==> src/rtl/des_subkey_gen.sv <==
module des_subkey_gen (
  input  logic        clk,
  input  logic        rst,
  input  logic        load,
  input  logic        decrypt,
  input  logic        step,
  input  logic [63:0] key,
  output logic [47:0] subkey,
  output logic [4:0]  round,
  output logic        ready,
  output logic        last
);
  localparam int HALF   = 28;
  localparam int KBITS  = 2 * HALF;
  localparam int SBITS  = 48;
  localparam int NROUND = 16;

  localparam int SEL1 [KBITS] = '{
    57, 49, 41, 33, 25, 17,  9,  1, 58, 50, 42, 34, 26, 18,
    10,  2, 59, 51, 43, 35, 27, 19, 11,  3, 60, 52, 44, 36,
    63, 55, 47, 39, 31, 23, 15,  7, 62, 54, 46, 38, 30, 22,
    14,  6, 61, 53, 45, 37, 29, 21, 13,  5, 28, 20, 12,  4};

  localparam int SEL2 [SBITS] = '{
    14, 17, 11, 24,  1,  5,  3, 28, 15,  6, 21, 10,
    23, 19, 12,  4, 26,  8, 16,  7, 27, 20, 13,  2,
    41, 52, 31, 37, 47, 55, 30, 40, 51, 45, 33, 48,
    44, 49, 39, 56, 34, 53, 46, 42, 50, 36, 29, 32};

  localparam logic [NROUND:1] SINGLE_AT = 16'b1000_0001_0000_0011;

  logic [HALF-1:0]  c_q, d_q;
  logic [4:0]       idx_q;
  logic             dir_q, ready_q;
  logic [KBITS-1:0] reduced;
  logic [KBITS-1:0] cd;

  wire unused_parity = ^{key[56], key[48], key[40], key[32],
                         key[24], key[16], key[8],  key[0]};

  function automatic logic [HALF-1:0] rotl(logic [HALF-1:0] x, logic two);
    return two ? {x[HALF-3:0], x[HALF-1:HALF-2]} : {x[HALF-2:0], x[HALF-1]};
  endfunction

  function automatic logic [HALF-1:0] rotr(logic [HALF-1:0] x, logic two);
    return two ? {x[1:0], x[HALF-1:2]} : {x[0], x[HALF-1:1]};
  endfunction

  always_comb begin
    reduced = '0;
    for (int i = 0; i < KBITS; i++)
      reduced[6'(KBITS-1-i)] = key[6'(64-SEL1[i])];
  end

  assign cd = {c_q, d_q};

  always_comb begin
    subkey = '0;
    for (int j = 0; j < SBITS; j++)
      subkey[6'(SBITS-1-j)] = cd[6'(KBITS-SEL2[j])];
  end

  wire [4:0] enc_sel = idx_q + 5'd1;
  wire [4:0] dec_sel = 5'd17 - idx_q;
  wire       enc_two = !SINGLE_AT[enc_sel];
  wire       dec_two = !SINGLE_AT[dec_sel];
  wire       go      = step && ready_q && (idx_q != 5'(NROUND));

  always_ff @(posedge clk) begin
    if (rst) begin
      c_q     <= '0;
      d_q     <= '0;
      idx_q   <= '0;
      dir_q   <= 1'b0;
      ready_q <= 1'b0;
    end else if (load) begin
      c_q     <= decrypt ? reduced[KBITS-1:HALF] : rotl(reduced[KBITS-1:HALF], 1'b0);
      d_q     <= decrypt ? reduced[HALF-1:0]     : rotl(reduced[HALF-1:0], 1'b0);
      idx_q   <= 5'd1;
      dir_q   <= decrypt;
      ready_q <= 1'b1;
    end else if (go) begin
      c_q   <= dir_q ? rotr(c_q, dec_two) : rotl(c_q, enc_two);
      d_q   <= dir_q ? rotr(d_q, dec_two) : rotl(d_q, enc_two);
      idx_q <= idx_q + 5'd1;
    end
  end

  assign round = idx_q;
  assign ready = ready_q;
  assign last  = (idx_q == 5'(NROUND));

  assert_load_restarts_R3: assert property (@(posedge clk) disable iff (rst)
    load |=> (round == 5'd1 && ready));

  assert_step_counts_R6: assert property (@(posedge clk) disable iff (rst)
    (step && !load && ready && round != 5'd16) |=> round == $past(round) + 5'd1);

  assert_end_holds_R7: assert property (@(posedge clk) disable iff (rst)
    (!load && round == 5'd16) |=> (round == 5'd16 && $stable(subkey)));

  assert_rotation_keeps_weight_R4: assert property (@(posedge clk) disable iff (rst)
    (!load && ready) |=> $countones({c_q, d_q}) == $past($countones({c_q, d_q})));

  assert_idle_ignores_step_R10: assert property (@(posedge clk) disable iff (rst)
    (!load && !ready) |=> (!ready && round == 5'd0 && subkey == '0));

  assert_direction_held_R8: assert property (@(posedge clk) disable iff (rst)
    !load |=> $stable(dir_q));
endmodule

==> config.mk <==
export PLATFORM = sky130hd
export DESIGN_NAME = des_subkey_gen
export DESIGN_NICKNAME = d
export VERILOG_FILES = /design/src/rtl/des_subkey_gen.sv
export SDC_FILE = /design/constraint.sdc
export NUM_CORES = 1
export LEC_CHECK = 0
export BUFFER_PORTS_ARGS = -buffer_cell sky130_fd_sc_hd__buf_4
export CORE_MARGIN = 1
export CORE_UTILIZATION = 33
export DETAILED_ROUTE_END_ITERATION = 16
export GPL_TIMING_DRIVEN = 0
export PLACE_DENSITY = 0.5
export SLEW_MARGIN = 5
export SYNTH_ARGS = -nofsm -noshare
export SYNTH_HDL_FRONTEND = slang
export SYNTH_SLANG_ARGS = --single-unit
==> constraint.sdc <==
create_clock -name clk -period 7.26 [get_ports clk]
set_clock_uncertainty 0.2 [all_clocks]
set_input_delay 0.363 -clock clk [delete_from_list [all_inputs] [get_ports clk]]
set_output_delay 0.363 -clock clk [all_outputs]
set_load 0.005 [all_outputs]
Word level (Yosys, flattened, before mapping)
Memory sizes are Yosys's and may differ from the RTL's.
Cells that the tools add are included.
{"block": "totals", "romBits": 64, "reg_bits": 63, "mem_count": 2, "output_inout_bits": 55}
{"name": "(no name shown)", "depth": 32, "word_bits": 1, "read_ports": 1, "rd_ports_with_merged_regs": 0, "wr": 0, "line_no": "66", "rtl": "wire dec_two = !SINGLE_AT[dec_sel];"}
{"name": "(no name shown)", "depth": 32, "word_bits": 1, "read_ports": 1, "rd_ports_with_merged_regs": 0, "wr": 0, "line_no": "65", "rtl": "wire enc_two = !SINGLE_AT[enc_sel];"}
{"block": "classes", "reduce_logical": 4, "add_sub_neg": 2, "n_eq_ne": 2, "n_lt_le_gt_ge": 2, "mux": 16}
{"operator": "28-bit 2-to-1 mux", "n": 11}
{"operator": "5-bit by 6-bit less-than comparator with 1-bit output (second input constant)", "n": 2}
{"operator": "5-bit by 1-bit adder with 5-bit output (second input constant)", "n": 1}
{"operator": "5-bit equality test (second input constant)", "n": 1}
{"operator": "5-bit 2-to-1 mux", "n": 1}
{"operator": "5-bit != test (second input constant)", "n": 1}
{"operator": "5-bit subtractor (first input constant)", "n": 1}
{"operator": "1-bit 2-to-1 mux", "n": 4}
{"operator": "1-bit logical AND", "n": 2}
{"operator": "2-bit nonzero test", "n": 1}
{"operator": "2-bit OR reduction", "n": 1}

Depth between registers and ports, before layout
Gate-level depths: netlist of run 1.
{"block": "depth", "ltp_word": 7, "mapped_depth": 10}

Worst setup path before layout of run 1
OpenSTA, ideal clock, no wires.
{"block": "synth_timing", "kind": "reg2reg", "startpoint": "register idx_q[2], in the netlist round[2]", "endpoint": "register c_q[0]", "arrival_time_ps": 2253, "n_path_buf": 2, "slack_ps": 4722, "synth_period_minus_slack_ps": 2538, "stages_incl_launch_ff": 10, "setup_time_ps": 86, "cell_sequence": "dfxtp_1 -> buf_6 -> inv_1 -> ha_1 -> xnor2_1 -> mux2_2 -> nor2_2 -> buf_2 -> mux2_2 -> a211oi_1"}
{"block": "synth_between", "elab_chain_len": 7, "elab_cells_between_ends": 14, "cone_classes": "2 x add/sub; 1 x eq/ne; 7 x mux; 2 x reduce/logical; 2 x memory"}
{"element": "start, declared", "line_no": "33", "rtl": "logic [4:0] idx_q;"}
{"element": "start signal, assigned", "line_no": "85", "rtl": "idx_q <= idx_q + 5'd1;"}
{"element": "5-bit by 1-bit adder with 5-bit output or 5-bit subtractor (tied branches)", "line_no": "63, 64"}
{"element": "memory 32 x 1 bit, on equally long branches"}
{"element": "1-bit 2-to-1 mux, on equally long branches", "line_no": "65, 66"}
{"element": "28-bit 2-to-1 mux, on equally long branches", "line_no": "42, 46"}
{"element": "28-bit 2-to-1 mux", "line_no": "83", "rtl": "c_q <= dir_q ? rotr(c_q, dec_two) : rotl(c_q, enc_two);"}
{"element": "28-bit 2-to-1 mux", "line_no": "82", "rtl": "end else if (go) begin"}
{"element": "28-bit 2-to-1 mux", "line_no": "76", "rtl": "end else if (load) begin"}
{"element": "end signal, assigned", "line_no": "77", "rtl": "c_q <= decrypt ? reduced[KBITS-1:HALF] : rotl(reduced[KBITS-1:HALF], 1'b0);"}
{"element": "end signal, assigned", "line_no": "83"}
{"element": "end, declared", "line_no": "32", "rtl": "logic [HALF-1:0] c_q, d_q;"}
Parallel ways exist; a longest one is shown, timed or not. The select of a mux whose other input is x is not followed.
A chain may end at the register's enable or synchronous reset.

Worst setup path after layout of run 1
{"block": "layout_timing", "startpoint": "register idx_q[1], in the netlist round[1]", "endpoint": "register c_q[3]"}
The elaborated chain is that of the path after synthesis.

==> results of run 1 <==
## worst max path at each step
stage	end	slack [ns]	depth (start not counted)
CTS	c_q[3]	4.25	8
floorplan	c_q[0]	4.72	9
detailed placement	c_q[3]	4.28	8
global route	c_q[2]	4.00	8
finish	c_q[3]	4.21	8
global placement	c_q[2]	4.33	8
## worst max-delay path, cell delays in order, from the launching register on
cell and delay (ns):
dfxtp_1 0.49, inv_1 0.11, ha_1 0.22, xnor2_1 0.24, mux2_2 0.48, nor2_2 0.30
buf_2 0.32, mux2_2 0.36, a211oi_1 0.21
## cell type report
type,count,share of cell area
flip-flops and latches,63,0.211
well taps,184,0.0385
repair buffers,51,0.0641
plain buffers,108,0.106
inverters,3,0.00189
clock inverters,3,0.0109
clock buffers,13,0.0436
multi-input cells,498,0.524
## per-stage QoR
stage / cell area [um^2] / hold slack (ns) / instances / util / setup slack, ns
2_1_floorplan: 5030 / 0.252 / 672 / - / 4.72
3_3_place_gp: 5650 / 0.274 / 907 / 0.387 / 4.33
3_5_place_dp: 5650 / 0.276 / 907 / 0.387 / 4.28
4_1_cts: 5970 / 0.180 / 923 / 0.409 / 4.25
5_1_grt: 5970 / 0.204 / 923 / 0.409 / 4.00
6_report: 5970 / 0.178 / 923 / 0.409 / 4.21
## power by group through the flow
stage          combinational (mW)  sequential (mW)  clock (mW)
4_1_cts                     0.159            0.382       0.496
6_report                    0.161            0.383       0.488
2_1_floorplan               0.106            0.379           0
3_3_place_gp                0.157            0.390           0
5_1_grt                     0.175            0.385       0.512
3_5_place_dp                0.158            0.390           0
## layer usage
layer  routed length (um)  vias up  share of wire
met3                 1250       30          0.072
met1                 7770     2525           0.45
met5                    0        -              0
met4                  399        0          0.023
met2                 7840      223           0.45
li1                     -     2469              -
## synthesized netlist by cell type (10+ instances only)
cell type | n | area (um^2)
mux2_2 | 12 | 135
buf_2 | 15 | 75.1
clkbuf_1 | 37 | 139
o21a_1 | 28 | 210
buf_4 | 51 | 383
a32o_1 | 12 | 120
nand2_1 | 63 | 236
a211oi_1 | 10 | 75.1
and3_1 | 31 | 194
mux2i_1 | 35 | 350
o21ai_0 | 72 | 360
nor2_1 | 28 | 105
dfxtp_1 | 63 | 1260
a221oi_1 | 13 | 114
a21oi_1 | 21 | 105
nand3_1 | 59 | 295
## kinds of logic after synthesis
group / share of synthesized area
AOI/OAI and AO/OA: 0.255
xor gates and xnor gates: 0.0210
adders and majority gates: 0.0126
buffers and inverters: 0.130
DFF: 0.254
muxes: 0.0980
other: 0.000757
and+or+nand+nor: 0.229
## state kept, by name (all words and copies together), names as in the netlist
signal  count
round       5
ready       1
c_q        28
d_q        28
dir_q       1
==> results.txt, run 1 <==
- GRT met1 Usage: 0.308
- The share of total power dissipated in sequential elements is 0.371.
- Ys async rst share: 0
- After floorplanning, the core was divided into 44 placement rows.
- Counting flops with a built-in enable in the synthesized netlist gives 0.
* Post-cts sizing count: 0
- Initial antenna violation count: 0
- Clock transition at the registers of the reported paths: 0.06 ns
* Half-perimeter wire length after detailed placement: 12.4 mm
* Average cell area after synthesis: 7.61 um^2
- Slew HR: 0.268
* Drt drc: 0
- Transition time at the pin with the least slew margin: 1.09 ns
- Once the clock tree was built, the setup fixing pass inserted 0 buffers.
- Fmax: 328 MHz
- In this run the number of H-tree levels came out at 3.
- Summed over all layers, the routed wires come to 17.3 mm.
- The analysis attributes to cell leakage a power of 2.34 nW.
* Post-Syn Instances: 651
* TritonCTS clock tree: yes
- Number of antenna repair diodes: 0
- Fraction of power spent switching nets: 0.270
- Register area share after synthesis: 0.254
- Vias in the first global route: 5001
- Arrival time worst endpoint: 3.09 ns
- Accumulated negative setup slack: 0 ns
- Setup repair after global routing left no endpoint under its margin.
- Placeable Area: 14600 um^2
* Filler cells: 1550
- Critical path type: register to register
- Global-route layer with the greatest usage: met2
- The first routing iteration left 539 violations.
* Setup crit end kind: register
* Count of state elements after synthesis: 63
- Count of buffers inserted at the top-level ports: 51
- Startpoint type of the worst setup path: register
* Cell variety after synth: 57
- The worst register-to-register path ends at c_q[3].
* Top-Level Pins: 124
- The die covers 15500 um^2.
- Slew Viols, Final: 0
- Global router's overall resource usage: 0.224
- Setup-failing EPs final: 0
* Wire per inst: 18.7 um
* Final period util: 0.420
- Number of cells on the worst reg-to-reg path: 8
* Buffer levels on the longest clock path: 2
* Total of hold buffers inserted after clock tree synthesis: 0
- Counting I/O delays and the setup requirement, the final critical path takes 3.05 ns.
* DIE WIDTH: 125 um
- Hold violation total from the final report: 0
- CTS placed an instance of clkbuf_16 at the clock tree root.
- Share of total power in the clock network: 0.473
* Total grt overflow: 0
* Final weighted congestion in routability-driven placement: 0.866
- Number of CTS-inserted buffers: 9
* Overall Power: 1.03 mW
- Most used flip-flop cell after synthesis: dfxtp_1
- In this run the critical register-to-register path is launched from round[1].
- The path with the worst hold slack has its endpoint at d_q[16].
- The critical path starts at round[1].
- Netlist area before placement: 4960 um^2
* Total of max-cap violations: 0
- Internal power: 0.753 mW
- In the final layout, the share of cells above drive strength 1 is 0.221.
- The area growth from synthesis to layout is 20.5%.
* Worst hold path cell count: 3
- Wire length of the first global-routing pass: 27.7 mm
- Required @ worst endpoint: 7.31 ns
- Dividing the detail-routed via count by the number of cells gives 5.68.
* Final net count: 808
- Initial DRT Pass Iterations: 5
- Die boundary height: 125 um
* Sw Pwr: 0.279 mW
- GRT met3 Usage: 0.0331
* Area occupied by registers: 1260 um^2
- In this run the worst path has a maximum fanout of 10.
- Leaving out fill and tap cells, the most frequent cell in the layout is buf_4.
- Starting utilization of the core area: 0.340
- Origin of the worst min-delay path: key[26]
- In this run the register-to-register setup slack is 4.21 ns.
- Met2 Usage GRT: 0.350
* Status: completed
* Pin count of the biggest net entering global routing: 11
- Total clock sinks: 63
- The later pin in the worst-skew pair is clocked with a latency of 0.34 ns.
* Part of the total power dissipated in combinational logic: 0.156
- Leading cell types in the layout, fill and taps excluded: buf_4 (102), o21ai_0 (72), nand2_1 (63), dfxtp_1 (63), nand3_1 (59)
* Path type of the worst min-delay path: input pin to register
* Pwr/cell area: 173 nW/um^2
- The detailed router placed 5247 vias in this run.
- During synthesis, Yosys emitted a total of 0 warnings.
- In the final layout, the multi-input gates occupy 3130 um^2.
* Maximum VDD drop: 0.101 mV
* Number of antenna-violating nets in the routed design: 0
No activity file was read; power rests on OpenSTA's default activity.
==> run 2, diff against run 1 <==
--- a/config.mk
+++ b/config.mk
@@ -10,7 +10,7 @@
 export CORE_UTILIZATION = 33
 export DETAILED_ROUTE_END_ITERATION = 16
 export GPL_TIMING_DRIVEN = 0
-export PLACE_DENSITY = 0.5
+export PLACE_DENSITY = 0.52
 export SLEW_MARGIN = 5
 export SYNTH_ARGS = -nofsm -noshare
 export SYNTH_HDL_FRONTEND = slang
==> constraint.sdc (replaced) <==
create_clock -name clk -period 2.8 [get_ports clk]
set_clock_uncertainty 0.2 [all_clocks]
set_input_delay 0.14 -clock clk [delete_from_list [all_inputs] [get_ports clk]]
set_output_delay 0.14 -clock clk [all_outputs]
set_load 0.005 [all_outputs]
==> run 2 against run 1 <==
Effect of this change:
- core utilization is 0.46 points higher
- hold slack worse by 0.16 ns
- final area is 1.1% higher
- critical path depth is 1 higher
- sequential power grew to 2.6 times the previous value
- first-iteration DRC count is 3.5% lower
- global-route usage is 0.66 points lower
- flip-flop and latch count stayed put
- sequential share of layout area is 0.19 points lower
- critical path type unchanged
==> results.txt, run 2 (same netlist as run 1, synthesis figures left out) <==
* Clock insertion delay at the later pin of the skew report: 0.34 ns (about the same)
- The worst register-to-register path ends at d_q[21].
- The register-to-register setup slack was 0.16 ns (-4.05 ns).
* Status: completed
- Worst hold path cell count: 4 (+1)
* Maximum VDD drop: 0.268 mV (+170%)
* Buffer levels on the longest clock path: 2 (unchanged)
- Detailed-route wire length: 17.0 mm (-1.5%)
* Final net count: 812 (+0.50%)
* Final period util: 0.942 (+0.522)
- Wire length of the first global-routing pass: 26.8 mm (-3.3%)
- The placed wire-length estimate was 12.3 mm (-1.1%).
* Required @ worst endpoint: 2.83 ns (-4.48 ns)
- The vertical extent of the die is 125 um (unchanged).
- The worst setup path is launched from a register.
* Accumulated negative setup slack: 0 ns (unchanged)
- The worst hold path begins at key[3].
- The width of the die came to 125 um (unchanged).
- Arrival time worst endpoint: 2.67 ns (-0.42 ns)
- Pwr/cell area: 415 nW/um^2 (+140%)
* Initial DRC Count: 520 (-3.5%)
- The area occupied by multi-input gates was 3180 um^2 (+1.5%).
- Critical path type: register to register
- The worst register-to-register path begins at round[2].
- The library cells used most frequently in the layout, excluding fill and tap cells, are buf_4 (103), o21ai_0 (72), nand2_1 (63).
* DIE AREA: 15500 um^2 (unchanged)
* Area occupied by registers: 1260 um^2 (+0.20%)
- The post-route core utilization was 0.414 (+0.00463).
- Count of buffers inserted at the top-level ports: 51 (unchanged)
- The number of antenna violations at the first check in global routing is 0 (unchanged).
* Total grt overflow: 0 (unchanged)
* Initial DRT Pass Iterations: 6 (+1)
- Standard-cell rows: 44 (unchanged)
- The count of unresolved DRC violations after routing is 0 (unchanged).
* Pin count of the biggest net entering global routing: 11 (unchanged)
- Clock transition at the registers of the reported paths: 0.05 ns (about the same)
- The count of final hold-check violations came to 0 (unchanged).
* Transition time at the pin with the least slew margin: 0.619 ns (-0.470 ns)
* TritonCTS clock tree: yes
* Root Driver: clkbuf_16
* Static leakage: 2.37 nW (+1.1%)
* Number of antenna-violating nets in the routed design: 0 (unchanged)
* Number of CTS-inserted buffers: 9 (unchanged)
* Vias in the first global route: 4874 (-2.5%)
* Hold_ws: 0.0134 ns (-0.164 ns)
- Starting utilization of the core area: 0.340 (unchanged)
* Global router's overall resource usage: 0.218 (-0.00664)
* Setup-failing EPs final: 0 (unchanged)
- Most common library cell in the layout ignoring fill and taps: buf_4
* Clock period minus worst slack: 2.64 ns (-0.410 ns)
- The achievable clock frequency is 379 MHz (+16%).
- The tightest slew margin relative to the limit came to 0.585 (+0.317).
- The depth of the CTS H-tree was 3 (unchanged).
* Number of cells on the worst reg-to-reg path: 9 (+1)
- For hold timing, the worst endpoint is d_q[12].
- Total of max-cap violations: 0 (unchanged)
* Maximum fanout along the worst path: 10 (unchanged)
- Layout-stage area growth over the synthesis result: 21.9%
* Final weighted congestion in routability-driven placement: 0.861 (-0.53%)
- The boundary pin count is 124 (unchanged).
- The layout filler cell count is 1517 (-2.1%).
- Setup crit end kind: register
* Wire per inst: 18.4 um (-1.8%)
- The mean number of vias per cell came to 5.63 (-0.91%).
- The number of sinks driven by the clock tree was 63 (unchanged).
- The core footprint came to 14600 um^2 (unchanged).
- The number of inserted diodes came to 0 (unchanged).
- The overall power is 2.51 mW (+140%).
- Layout cells sized above 1: 0.232 (+0.0112)
* Via total after detailed routing: 5216 (-0.59%)
- Setup repair after global routing left no endpoint under its margin.
* Slew Viols, Final: 0 (unchanged)
- Path type of the worst min-delay path: input pin to register
-- run 2: cell types whose count changed in the layout (fill, tap and decap cells not counted), moves of 2 or more --
cell and delta:
buf_2 -7, clkbuf_4 +6, clkbuf_2 +3, dlygate4sd3_1 +3
bufinv_16 -2, clkbuf_1 -2, dfxtp_1 -2, dfxtp_2 +2
-- run 2: worst max path at each step --
stage,to,from,cells after the start
floorplan,c_q[2],round[2],9
global placement,c_q[2],round[1],8
detailed placement,c_q[0],round[1],8
CTS,c_q[0],round[1],8
global route,c_q[16],round[0],8
finish,d_q[21],round[2],9
-- run 2: per-stage QoR --
step	cell area (um^2)	setup slack, ns	instances
final	6040	0.164	926
after CTS	5970	-0.0183	925
after detailed placement	5650	-0.156	907
after global routing	6040	0.0138	926
after global placement	5650	-0.136	907
after floorplan	5030	0.262	672
-- run 2: final cells by class --
class,count,share of cell area
multi-input combinational,498,0.526
timing repair buffer,55,0.0696
clock buffer,15,0.0460
sequential,63,0.209
buffer,108,0.109
inverter,3,0.00186
tap,184,0.0381
-- run 2: power breakdown --
group          internal, mW  switching (mW)
registers             0.933          0.0606
logic                 0.200           0.225
clock network         0.668           0.419
total                  1.80           0.704
-- run 2: metal layers --
| metal | vias to the layer above | track usage | share of wire |
|---|---|---|---|
| li1 | 2486 | - | - |
| met1 | 2488 | 0.296 | 0.46 |
| met2 | 205 | 0.339 | 0.45 |
| met3 | 37 | 0.0352 | 0.064 |
| met4 | 0 | 0.0907 | 0.027 |
| met5 | - | 0 | 0 |
-- run 2: worst max-delay path, stage by stage (launching register included) --
cell	delay (ns)
dfxtp_2	0.35
buf_6	0.13
inv_1	0.06
ha_1	0.21
xnor2_2	0.25
mux2_4	0.41
clkbuf_1	0.25
o21ai_0	0.28
nand3_1	0.11
a32o_1	0.28
-- run 2: repair_timing --
item,4_1_cts,5_1_grt
endpoints found under the setup margin,10,54
setup buffers,0,1
hold buffers,3,0
resized for setup,4,21
hold endpoints to repair,4,0
pin swaps,0,2
==> run 3, diff against run 2 <==
--- a/config.mk
+++ b/config.mk
@@ -10,6 +10,7 @@
 export CORE_UTILIZATION = 33
 export DETAILED_ROUTE_END_ITERATION = 16
 export GPL_TIMING_DRIVEN = 0
+export MAX_ROUTING_LAYER = met4
 export PLACE_DENSITY = 0.52
 export SLEW_MARGIN = 5
 export SYNTH_ARGS = -nofsm -noshare
==> run 3 against run 2 <==
Effect of this change:
- flip-flop and latch count did not move
- via count rose by 0.58%
- sequential share of layout area fell by 0.068 points
- global-route usage rose by 0.65 points
- core utilization rose by 0.094 points
- first-iteration DRC count rose by 20%
- sequential power barely moved
- die area did not move
- clock power barely moved
- worst setup slack got worse by 0.040 ns
- hold slack improved by 0.016 ns
- fmax fell by 1.5%
- critical endpoint is now c_q[1]
- largest cell class unchanged
- highest routed layer unchanged
==> results.txt, run 3 (same netlist as run 1, synthesis figures left out) <==
- Status: completed
* Buffer levels on the longest clock path: 2 (unchanged)
* Number of antenna-violating nets in the routed design: 0 (unchanged)
* Arrival time worst endpoint: 2.72 ns (+0.05 ns)
* Fraction of power spent switching nets: 0.281 (-0.000446)
- The number of antenna violations at the first check in global routing was 0 (unchanged).
- Required @ worst endpoint: 2.85 ns (+0.02 ns)
* Final net count: 814 (+0.25%)
- The clock network latency to the later pin of the worst-skew pair is 0.34 ns (about the same).
- The number of inserted diodes came to 0 (unchanged).
* Vias/cell: 5.65 (+0.25%)
- The post-route clock period utilization was 0.956 (+0.0144).
- Total of max-cap violations: 0 (unchanged)
* Transition time at the pin with the least slew margin: 0.626 ns (+0.00762 ns)
- Part of the total power dissipated in combinational logic: 0.168 (-0.002)
- Placeable Area: 14600 um^2 (unchanged)
- Critical path type: register to register
- Overall Power: 2.54 mW (+1.4%)
- Drt drc: 0 (unchanged)
* Most common library cell in the layout ignoring fill and taps: buf_4
* DIE WIDTH: 125 um (unchanged)
- Global router's overall resource usage: 0.224 (+0.00646)
* Global-route layer with the greatest usage: met2
* Standard-cell rows: 44 (unchanged)
- The power per cell area was 420 nW/um^2 (+1.1%).
* Hold violation total from the final report: 0 (unchanged)
- Total grt overflow: 0 (unchanged)
- Static leakage: 2.38 nW (+0.58%)
- Total clock sinks: 63 (unchanged)
- The achievable clock frequency was 374 MHz (-1.5%).
* Clock period minus worst slack: 2.68 ns (+0.0404 ns)
- Compared with the post-synthesis result, the final layout area differs by 22.2%.
- Share of total power in sequential cells: 0.391 (-0.006)
- The overall die area is 15500 um^2 (unchanged).
- Share of total power in the clock network: 0.442 (+0.008)
* Slew HR: 0.580 (-0.00511)
* Setup-failing EPs final: 0 (unchanged)
- Initial DRT Pass Iterations: 5 (-1)
* Wire per inst: 18.4 um (+0.30%)
- TritonCTS clock tree: yes
- Count of buffers inserted at the top-level ports: 51 (unchanged)
* Maximum fanout along the worst path: 10 (unchanged)
* Vias in the first global route: 4882 (+0.16%)
* Layout cells sized above 1: 0.235 (+0.00309)
- GRT met3 Usage: 0.0494 (+0.0142)
- The placed wire-length estimate was 12.3 mm (+0.46%).
* Setup crit end kind: register
* Maximum VDD drop: 0.256 mV (-4.7%)
- Path type of the worst min-delay path: input pin to register
- The total internal power was 1.83 mW (+1.4%).
- Leading cell types in the layout, fill and taps excluded: buf_4 (105), o21ai_0 (72), nand2_1 (63)
- The register clock-pin slew on the reported worst setup and hold paths is 0.06 ns (about the same).
* Clock H-tree levels: 3 (unchanged)
* Sw Pwr: 0.713 mW (+1.2%)
- Root Driver: clkbuf_16
* Startpoint type of the worst setup path: register
- Accumulated negative setup slack: 0 ns (unchanged)
- Initial DRC Count: 623 (+20%)
- Via total after detailed routing: 5246 (+0.58%)
* Slew Viols, Final: 0 (unchanged)
- The final RePlAce weighted congestion came to 0.873 (+1.4%).
- The met1 usage in global routing was 0.287 (-0.00868).
- The largest net degree at the start of global routing is 11 (unchanged).
* Number of CTS-inserted buffers: 9 (unchanged)
- Met2 Usage GRT: 0.349 (+0.00975)
- The boundary pin count is 124 (unchanged).
* Starting utilization of the core area: 0.340 (unchanged)
- Wire length of the first global-routing pass: 26.8 mm (+0.18%)
- The overall routed net length is 17.1 mm (+0.62%).
- The vertical extent of the die was 125 um (unchanged).
[run 3: layout make-up]
class,instances,area (um^2)
Timing Repair Buffer,57,435
Clock buffer,14,284
Clock inverter,2,12.5
Multi-Input combinational cell,498,3170
Fill cell,1552,8530
Inverter,3,11.3
Sequential cell,63,1260
Buffer,108,649
Tap cell,184,230
[run 3: metrics by stage]
step	cells	hold WS (ns)	cell area, um^2	setup WS [ns]	utilization
finish	929	0.0298	6050	0.123	0.415
detailed placement	907	0.273	5650	-0.132	0.387
CTS	927	0.0173	6000	0.0244	0.411
global route	929	0.0132	6050	-0.00144	0.415
floorplan	672	0.148	5030	0.262	-
global placement	907	0.273	5650	-0.126	0.387
[run 3: final timing paths]
path	from	endpoint	slack (ns)	cells past startpoint
worst min-delay path	key[3]	d_q[12]	0.03	4
worst max-delay path	round[2]	c_q[1]	0.12	9
worst min register to register	c_q[15]	c_q[15]	0.29	2
worst max register to register	round[2]	c_q[1]	0.12	9
[run 3: repair_timing]
| action | in CTS | in global routing |
|---|---|---|
| setup buffers | 1 | 2 |
| hold buffers | 3 | 0 |
| hold endpoints to repair | 4 | 0 |
| setup endpoints to repair | 17 | 54 |
| resized for setup | 5 | 13 |
| pin swaps | 0 | 1 |
[run 3: worst max-delay path: stages, from the launching register on]
cell	delay (ns)
dfxtp_1	0.37
buf_6	0.14
inv_1	0.07
ha_1	0.21
xnor2_2	0.21
mux2_4	0.41
nor2_4	0.22
buf_6	0.19
mux2_2	0.34
a211oi_1	0.22
[run 3: power by group through the flow]
| stage | clock network [mW] | logic (mW) | registers [mW] |
|---|---|---|---|
| 2_1_floorplan | 0 | 0.275 | 0.984 |
| 3_3_place_gp | 0 | 0.406 | 1.01 |
| 3_5_place_dp | 0 | 0.410 | 1.01 |
| 4_1_cts | 1.14 | 0.417 | 0.991 |
| 5_1_grt | 1.18 | 0.461 | 0.996 |
| 6_report | 1.12 | 0.426 | 0.992 |
[run 3: routing by layer]
layer | vias up | routed length [um] | share of wire
li1 | 2484 | - | -
met1 | 2503 | 7590 | 0.44
met2 | 227 | 7970 | 0.47
met4 | 0 | 333 | 0.019
met3 | 32 | 1220 | 0.071
met5 | - | 0 | 0
